==> config.mk <==
export PLATFORM = sky130hd
export DESIGN_NAME = snd_mailbox
export DESIGN_NICKNAME = d
export VERILOG_FILES = /design/src/rtl/mb_pkg.sv /design/src/rtl/mb_flag.sv /design/src/rtl/mb_host_port.sv /design/src/rtl/mb_copro_port.sv /design/src/rtl/snd_mailbox.sv
export SDC_FILE = /design/constraint.sdc
export NUM_CORES = 1
export LEC_CHECK = 0
export BUFFER_PORTS_ARGS = -buffer_cell sky130_fd_sc_hd__buf_2
export CORE_MARGIN = 10
export CORE_UTILIZATION = 34
export DETAILED_ROUTE_END_ITERATION = 10
export GPL_TIMING_DRIVEN = 1
export SYNTH_ARGS = -nofsm -noshare
export SYNTH_HDL_FRONTEND = slang
export SYNTH_SLANG_ARGS = --single-unit
export TNS_END_PERCENT = 10
==> constraint.sdc <==
create_clock -name clk_i -period 2.2 [get_ports clk_i]
set_input_delay 0.11 -clock clk_i [delete_from_list [all_inputs] [get_ports clk_i]]
set_output_delay 0.11 -clock clk_i [all_outputs]
set_load 0.05 [all_outputs]
==> src/rtl/mb_pkg.sv <==
package mb_pkg;
  localparam int DW = 8;

  localparam logic [7:0] H_CMD = 8'hBB;
  localparam logic [7:0] H_DAT = 8'hB3;
  localparam logic [7:0] H_CTL = 8'h33;

  localparam logic [7:0] C_PAGE    = 8'h00;
  localparam logic [7:0] C_CMD_LED = 8'h01;
  localparam logic [7:0] C_DRD     = 8'h02;
  localparam logic [7:0] C_DWR     = 8'h03;
  localparam logic [7:0] C_STAT    = 8'h04;
  localparam logic [7:0] C_CLRC    = 8'h05;
  localparam logic [7:0] C_VOL4    = 8'h09;
  localparam logic [7:0] C_LEGA    = 8'h0A;
  localparam logic [7:0] C_LEGB    = 8'h0B;

  localparam int CF_POS   = 0;
  localparam int DF_POS   = 7;
  localparam int CTL_RST  = 7;
  localparam int CTL_NMI  = 6;
  localparam int CTL_LED  = 5;
  localparam int PAGE_POS = 0;
  localparam int VOL_POS  = 5;

  function automatic logic [DW-1:0] status_byte(input logic cf, input logic df);
    logic [DW-1:0] s;
    s = '0;
    s[CF_POS] = cf;
    s[DF_POS] = df;
    return s;
  endfunction
endpackage

==> src/rtl/mb_flag.sv <==
module mb_flag #(
  parameter int NSET = 2,
  parameter int NCLR = 2
) (
  input  logic            clk_i,
  input  logic            rst_ni,
  input  logic [NSET-1:0] set_i,
  input  logic [NCLR-1:0] clr_i,
  output logic            flag_o
);
  // set has priority over clear
  always_ff @(posedge clk_i or negedge rst_ni) begin
    if (!rst_ni)     flag_o <= 1'b0;
    else if (|set_i) flag_o <= 1'b1;
    else if (|clr_i) flag_o <= 1'b0;
  end
endmodule

==> src/rtl/mb_host_port.sv <==
module mb_host_port
  import mb_pkg::*;
(
  input  logic          clk_i,
  input  logic          rst_ni,
  input  logic [7:0]    addr_i,
  input  logic          wr_i,
  input  logic          rd_i,
  input  logic [DW-1:0] wdata_i,
  output logic [DW-1:0] rdata_o,
  input  logic          cflag_i,
  input  logic          dflag_i,
  input  logic [DW-1:0] c2h_i,
  output logic [DW-1:0] cmd_o,
  output logic [DW-1:0] h2c_o,
  output logic          cf_set_o,
  output logic          df_set_o,
  output logic          df_clr_o,
  output logic          rst_req_o,
  output logic          nmi_o,
  output logic          led_tgl_o
);
  logic wr_cmd, wr_dat, rd_cmd, rd_dat, wr_ctl;

  assign wr_cmd = wr_i && (addr_i == H_CMD);
  assign rd_cmd = rd_i && (addr_i == H_CMD);
  assign wr_dat = wr_i && (addr_i == H_DAT);
  assign rd_dat = rd_i && (addr_i == H_DAT);
  assign wr_ctl = wr_i && (addr_i == H_CTL);

  assign cf_set_o  = wr_cmd;
  assign df_set_o  = wr_dat;
  assign df_clr_o  = rd_dat;
  assign led_tgl_o = wr_ctl && wdata_i[CTL_LED];

  always_ff @(posedge clk_i or negedge rst_ni) begin
    if (!rst_ni) begin
      cmd_o     <= '0;
      h2c_o     <= '0;
      rst_req_o <= 1'b0;
      nmi_o     <= 1'b0;
    end else begin
      if (wr_cmd) cmd_o <= wdata_i;
      if (wr_dat) h2c_o <= wdata_i;
      if (wr_ctl) rst_req_o <= wdata_i[CTL_RST];
      nmi_o <= wr_ctl && wdata_i[CTL_NMI];
    end
  end

  always_comb begin
    rdata_o = '0;
    if (rd_cmd)      rdata_o = status_byte(cflag_i, dflag_i);
    else if (rd_dat) rdata_o = c2h_i;
  end
endmodule

==> src/rtl/mb_copro_port.sv <==
module mb_copro_port
  import mb_pkg::*;
(
  input  logic          clk_i,
  input  logic          rst_ni,
  input  logic [7:0]    addr_i,
  input  logic          wr_i,
  input  logic          rd_i,
  input  logic [DW-1:0] wdata_i,
  output logic [DW-1:0] rdata_o,
  input  logic          cflag_i,
  input  logic          dflag_i,
  input  logic [DW-1:0] cmd_i,
  input  logic [DW-1:0] h2c_i,
  input  logic          led_tgl_i,
  output logic [DW-1:0] c2h_o,
  output logic          cf_set_o,
  output logic          cf_clr_o,
  output logic          df_set_o,
  output logic          df_clr_o,
  output logic          led_o,
  output logic          page_bit_o,
  output logic          vol_bit_o
);
  logic acc, acc_clrc, acc_lega, acc_legb, wr_dwr, rd_drd, wr_led;

  assign acc      = wr_i || rd_i;
  assign acc_clrc = acc && (addr_i == C_CLRC);
  assign acc_lega = acc && (addr_i == C_LEGA);
  assign acc_legb = acc && (addr_i == C_LEGB);
  assign wr_dwr   = wr_i && (addr_i == C_DWR);
  assign rd_drd   = rd_i && (addr_i == C_DRD);
  assign wr_led   = wr_i && (addr_i == C_CMD_LED);

  // legacy ports load a flag: loading 1 is a set, loading 0 is a clear
  assign df_set_o = wr_dwr || (acc_lega && !page_bit_o);
  assign df_clr_o = rd_drd || (acc_lega &&  page_bit_o);
  assign cf_set_o = acc_legb && vol_bit_o;
  assign cf_clr_o = acc_clrc || (acc_legb && !vol_bit_o);

  always_ff @(posedge clk_i or negedge rst_ni) begin
    if (!rst_ni) begin
      c2h_o      <= '0;
      page_bit_o <= 1'b0;
      vol_bit_o  <= 1'b0;
      led_o      <= 1'b1;
    end else begin
      if (wr_dwr) c2h_o <= wdata_i;
      if (wr_i && addr_i == C_PAGE) page_bit_o <= wdata_i[PAGE_POS];
      if (wr_i && addr_i == C_VOL4) vol_bit_o  <= wdata_i[VOL_POS];
      if (wr_led)         led_o <= !wdata_i[0];
      else if (led_tgl_i) led_o <= !led_o;
    end
  end

  always_comb begin
    rdata_o = '0;
    if (rd_i) begin
      case (addr_i)
        C_CMD_LED: rdata_o = cmd_i;
        C_DRD:     rdata_o = h2c_i;
        C_STAT:    rdata_o = status_byte(cflag_i, dflag_i);
        default:   rdata_o = '0;
      endcase
    end
  end
endmodule

==> src/rtl/snd_mailbox.sv <==
module snd_mailbox
  import mb_pkg::*;
(
  input  logic          clk_i,
  input  logic          rst_ni,
  input  logic [7:0]    h_addr_i,
  input  logic          h_wr_i,
  input  logic          h_rd_i,
  input  logic [DW-1:0] h_wdata_i,
  output logic [DW-1:0] h_rdata_o,
  input  logic [7:0]    c_addr_i,
  input  logic          c_wr_i,
  input  logic          c_rd_i,
  input  logic [DW-1:0] c_wdata_i,
  output logic [DW-1:0] c_rdata_o,
  output logic          cp_rst_o,
  output logic          cp_nmi_o,
  output logic          led_o
);
  logic          cmd_flag, dat_flag;
  logic [DW-1:0] cmd_q, h2c_q, c2h_q;
  logic          h_cf_set, h_df_set, h_df_clr, led_tgl;
  logic          c_cf_set, c_cf_clr, c_df_set, c_df_clr;
  logic          page_bit, vol_bit;

  mb_host_port u_host (
    .clk_i, .rst_ni,
    .addr_i(h_addr_i), .wr_i(h_wr_i), .rd_i(h_rd_i),
    .wdata_i(h_wdata_i), .rdata_o(h_rdata_o),
    .cflag_i(cmd_flag), .dflag_i(dat_flag), .c2h_i(c2h_q),
    .cmd_o(cmd_q), .h2c_o(h2c_q),
    .cf_set_o(h_cf_set), .df_set_o(h_df_set), .df_clr_o(h_df_clr),
    .rst_req_o(cp_rst_o), .nmi_o(cp_nmi_o), .led_tgl_o(led_tgl)
  );

  mb_copro_port u_copro (
    .clk_i, .rst_ni,
    .addr_i(c_addr_i), .wr_i(c_wr_i), .rd_i(c_rd_i),
    .wdata_i(c_wdata_i), .rdata_o(c_rdata_o),
    .cflag_i(cmd_flag), .dflag_i(dat_flag),
    .cmd_i(cmd_q), .h2c_i(h2c_q), .led_tgl_i(led_tgl),
    .c2h_o(c2h_q),
    .cf_set_o(c_cf_set), .cf_clr_o(c_cf_clr),
    .df_set_o(c_df_set), .df_clr_o(c_df_clr),
    .led_o(led_o), .page_bit_o(page_bit), .vol_bit_o(vol_bit)
  );

  mb_flag #(.NSET(2), .NCLR(1)) u_cflag (
    .clk_i, .rst_ni,
    .set_i({h_cf_set, c_cf_set}), .clr_i(c_cf_clr), .flag_o(cmd_flag)
  );

  mb_flag #(.NSET(2), .NCLR(2)) u_dflag (
    .clk_i, .rst_ni,
    .set_i({h_df_set, c_df_set}), .clr_i({h_df_clr, c_df_clr}), .flag_o(dat_flag)
  );
endmodule

==> results.yml <==
clock_tree:
  cts_setup_buffers: 0
  cts_tree: "yes"
  htreeDepth: 2
  root_buffer: "clkbuf_8"
  cts_resized: 0
  hold_buffers: 2
  clock_path_buffers: 2
  cts_made_buffers: 5
  clkSinkCount: 31
  clk_pin_slew_ns: 0.07
  clk_latency_ns: 0.28
critical_path:
  path_cells: "buf_2 > or4_4 > nor3b_1 > o311ai_1 > nor2_1 > buf_2"
  crit_path_max_fanout: 8
  critical-path-max-stage-delay_ns: 0.55
  crit_required_ns: 2.09
  critPathMostFrequentCell: "buf_2"
  critPathKind: "in -> out"
  crit_arrival_ns: 1.83
  endpoint_kind: "output port"
  cp-start-kind: "input pin"
  crit_path_top_delay_cell: "or4_4"
timing:
  slew_viol_final: 0
  finalSetupTns_ns: 0
  fmax_ghz: 0.516
  slew_headroom_pct: 23.2
  rsz0062_at_grt: "false"
  skew_ns: 0.0000809
  min_period_over_period_pct: 88.0
  worst_pin_slew_ns: 1.13
  setup_violations: 0
  finalCriticalPeriod_ns: 1.94
  timing_hold_violations_final: 0
power:
  power.sequential.fraction_pct: 50.1
  swShare_pct: 23.1
  combPwrFrac_pct: 10.7
  power_density_mw_per_mm2: 605
  netSwitchingPower_w: 0.000286
  leakage_nw: 1.04
  ir_worst_vdd_mv: 0.341
  p_int_w: 0.000952
  clockPowerShare_pct: 39.2
  total_power_w: 0.00124
global_routing:
  grt_pass1_vias: 1520
  grt_pass1_wl_mm: 7.14
  antenna_found_initial: 0
  grt_max_degree: 32
  track_usage_pct: 11.7
  grt_overflow: 0
route:
  wl_mm: 4.36
  drtIter0Drc: 54
  vias_per_cell: 5.27
  drcViolationCount: 0
  ant_nets: 0
  drtPass1Iterations: 4
  routedWlPerCell_um: 17.4
  vias: 1324
place:
  place_congestion: 0.806
  placed_area_mm2: 0.00193
  io_buffer_count: 56
  place_hpwl_mm: 3.39
floorplan:
  coreArea_mm2: 0.00447
  die_w_um: 88.7
  io_pins: 57
  row_count: 24
  die_area_mm2: 0.00786
  die_h_um: 88.7
  initial_core_util_pct: 35.8
synthesis:
  netlist_top_cells_area: "dfrtp_1 (47%), mux2_2 (19%), a22oi_1 (4.2%)"
  synth.top_cell.area_share_pct: 46.8
  syn-instance-count: 138
  synth_edf_count: 0
  netlist_area_mm2: 0.00160
  netlist-cell-type-count: 35
  synth_ff_type: "dfrtp_1"
  synth-async-reset-ratio_pct: 100
  synth_top_cell_by_area: "dfrtp_1"
  ys_ff_latch: 31
  syn_nets: 176
  avgSynthCellArea_um2: 11.6
  seq_area_frac_synth_pct: 48.5
  ys_warn_count: 0
finish:
  layout_commonest_cell: "buf_2"
  stdcell_area_mm2: 0.00205
  drive_gt1_share_pct: 47.7
  layout_common_cells: "buf_2 (56), dfrtp_1 (30), mux2_2 (27)"
  antennaDiodeCount: 0
  nets: 236
  syn_to_final_growth_pct: 27.6
job:
  maxCapViolCount: 0
worst_hold_path:
  hold_class: "in -> reg"
status:
  status: "finished, final reports clean"
[worst max-delay path, delay by kind of cell]
kind                   cells  cell delay, ns
and+or+nand+nor            3            0.97
buffers and inverters      2            0.38
AOI/OAI and AO/OA          1            0.35
[routing by layer]
metal	GRT usage, %	wire length (um)
met2	19.3	2030
met3	6.25	509
met4	3.96	46
met5	0	0
met1	12.6	1780
[synthesized netlist by cell type, types with 2 or more instances]
library cell,instances
mux2_2,27
a22oi_1,9
nor2b_1,4
nand3_1,3
and4_1,2
and2_1,8
dfrtp_1,30
o21ai_0,2
nor4_1,2
a22o_1,2
nor2_1,14
mux2i_1,3
nand2_1,3
and3b_1,2
buf_2,2
and3_1,2
nor3b_1,2
and4b_1,4
[sequential cells by signal, summed over array words and instances, names as in the netlist]
signal	cells
u_cflag.flag_o	1
u_copro.c2h_o	8
u_host.nmi_o	1
u_copro.page_bit_o	1
u_host.rst_req_o	1
u_copro.led_o	1
u_host.cmd_o	8
u_host.h2c_o	8
u_dflag.flag_o	1
u_copro.vol_bit_o	1
[final cells by class]
class	instances	area, um2
fillers	427	2430
multi-input cells	101	796
flip-flops and latches	31	777
repair buffers	59	308
clock buffers	8	100
well taps	52	65.1
[worst paths after layout]
kind / start / endpoint / slack, ns / cells past startpoint
max: c_addr_i[5] / c_rdata_o[0] / 0.26 / 6
min: h_wdata_i[1] / u_host.cmd_o[1] / 0.06 / 2
max reg2reg: u_copro.page_bit_o / u_dflag.flag_o / 1.30 / 2
min reg2reg: u_copro.c2h_o[1] / u_copro.c2h_o[1] / 0.51 / 1
max in group asynchronous: rst_ni / u_host.cmd_o[4] / 1.34 / 2
min in group asynchronous: rst_ni / u_host.h2c_o[6] / 0.41 / 2
[metrics by stage]
step	hold slack (ns)	setup WS [ns]	instances	util, %
after global placement	0.180	0.294	241	43.0
final	0.0646	0.263	251	45.7
after global routing	0.0548	0.0816	251	45.7
after detailed placement	0.196	0.271	241	43.0
after CTS	0.0501	0.252	251	45.7
after floorplan	-0.186	0.281	138	-
[logic make-up (layout without fill, tap and decap cells)]
group / Yosys count / after routing / synth area share (%)
simple gates: 53 / 53 / 20.2
compound gates: 17 / 17 / 8.04
mux: 30 / 30 / 20.8
buf+inv: 6 / 67 / 1.87
xor+xnor: 1 / 1 / 0.547
flops: 31 / 31 / 48.5
[power groups by stage]
stage | clock [W] | combinational, W | sequential [W]
finish | 0.000485 | 0.000132 | 0.000621
global route | 0.000530 | 0.000148 | 0.000625
CTS | 0.000505 | 0.000133 | 0.000621
detailed placement | 0 | 0.000130 | 0.000632
global placement | 0 | 0.000124 | 0.000630
floorplan | 0 | 0.0000545 | 0.000635
(Power assumes the default switching activity.)
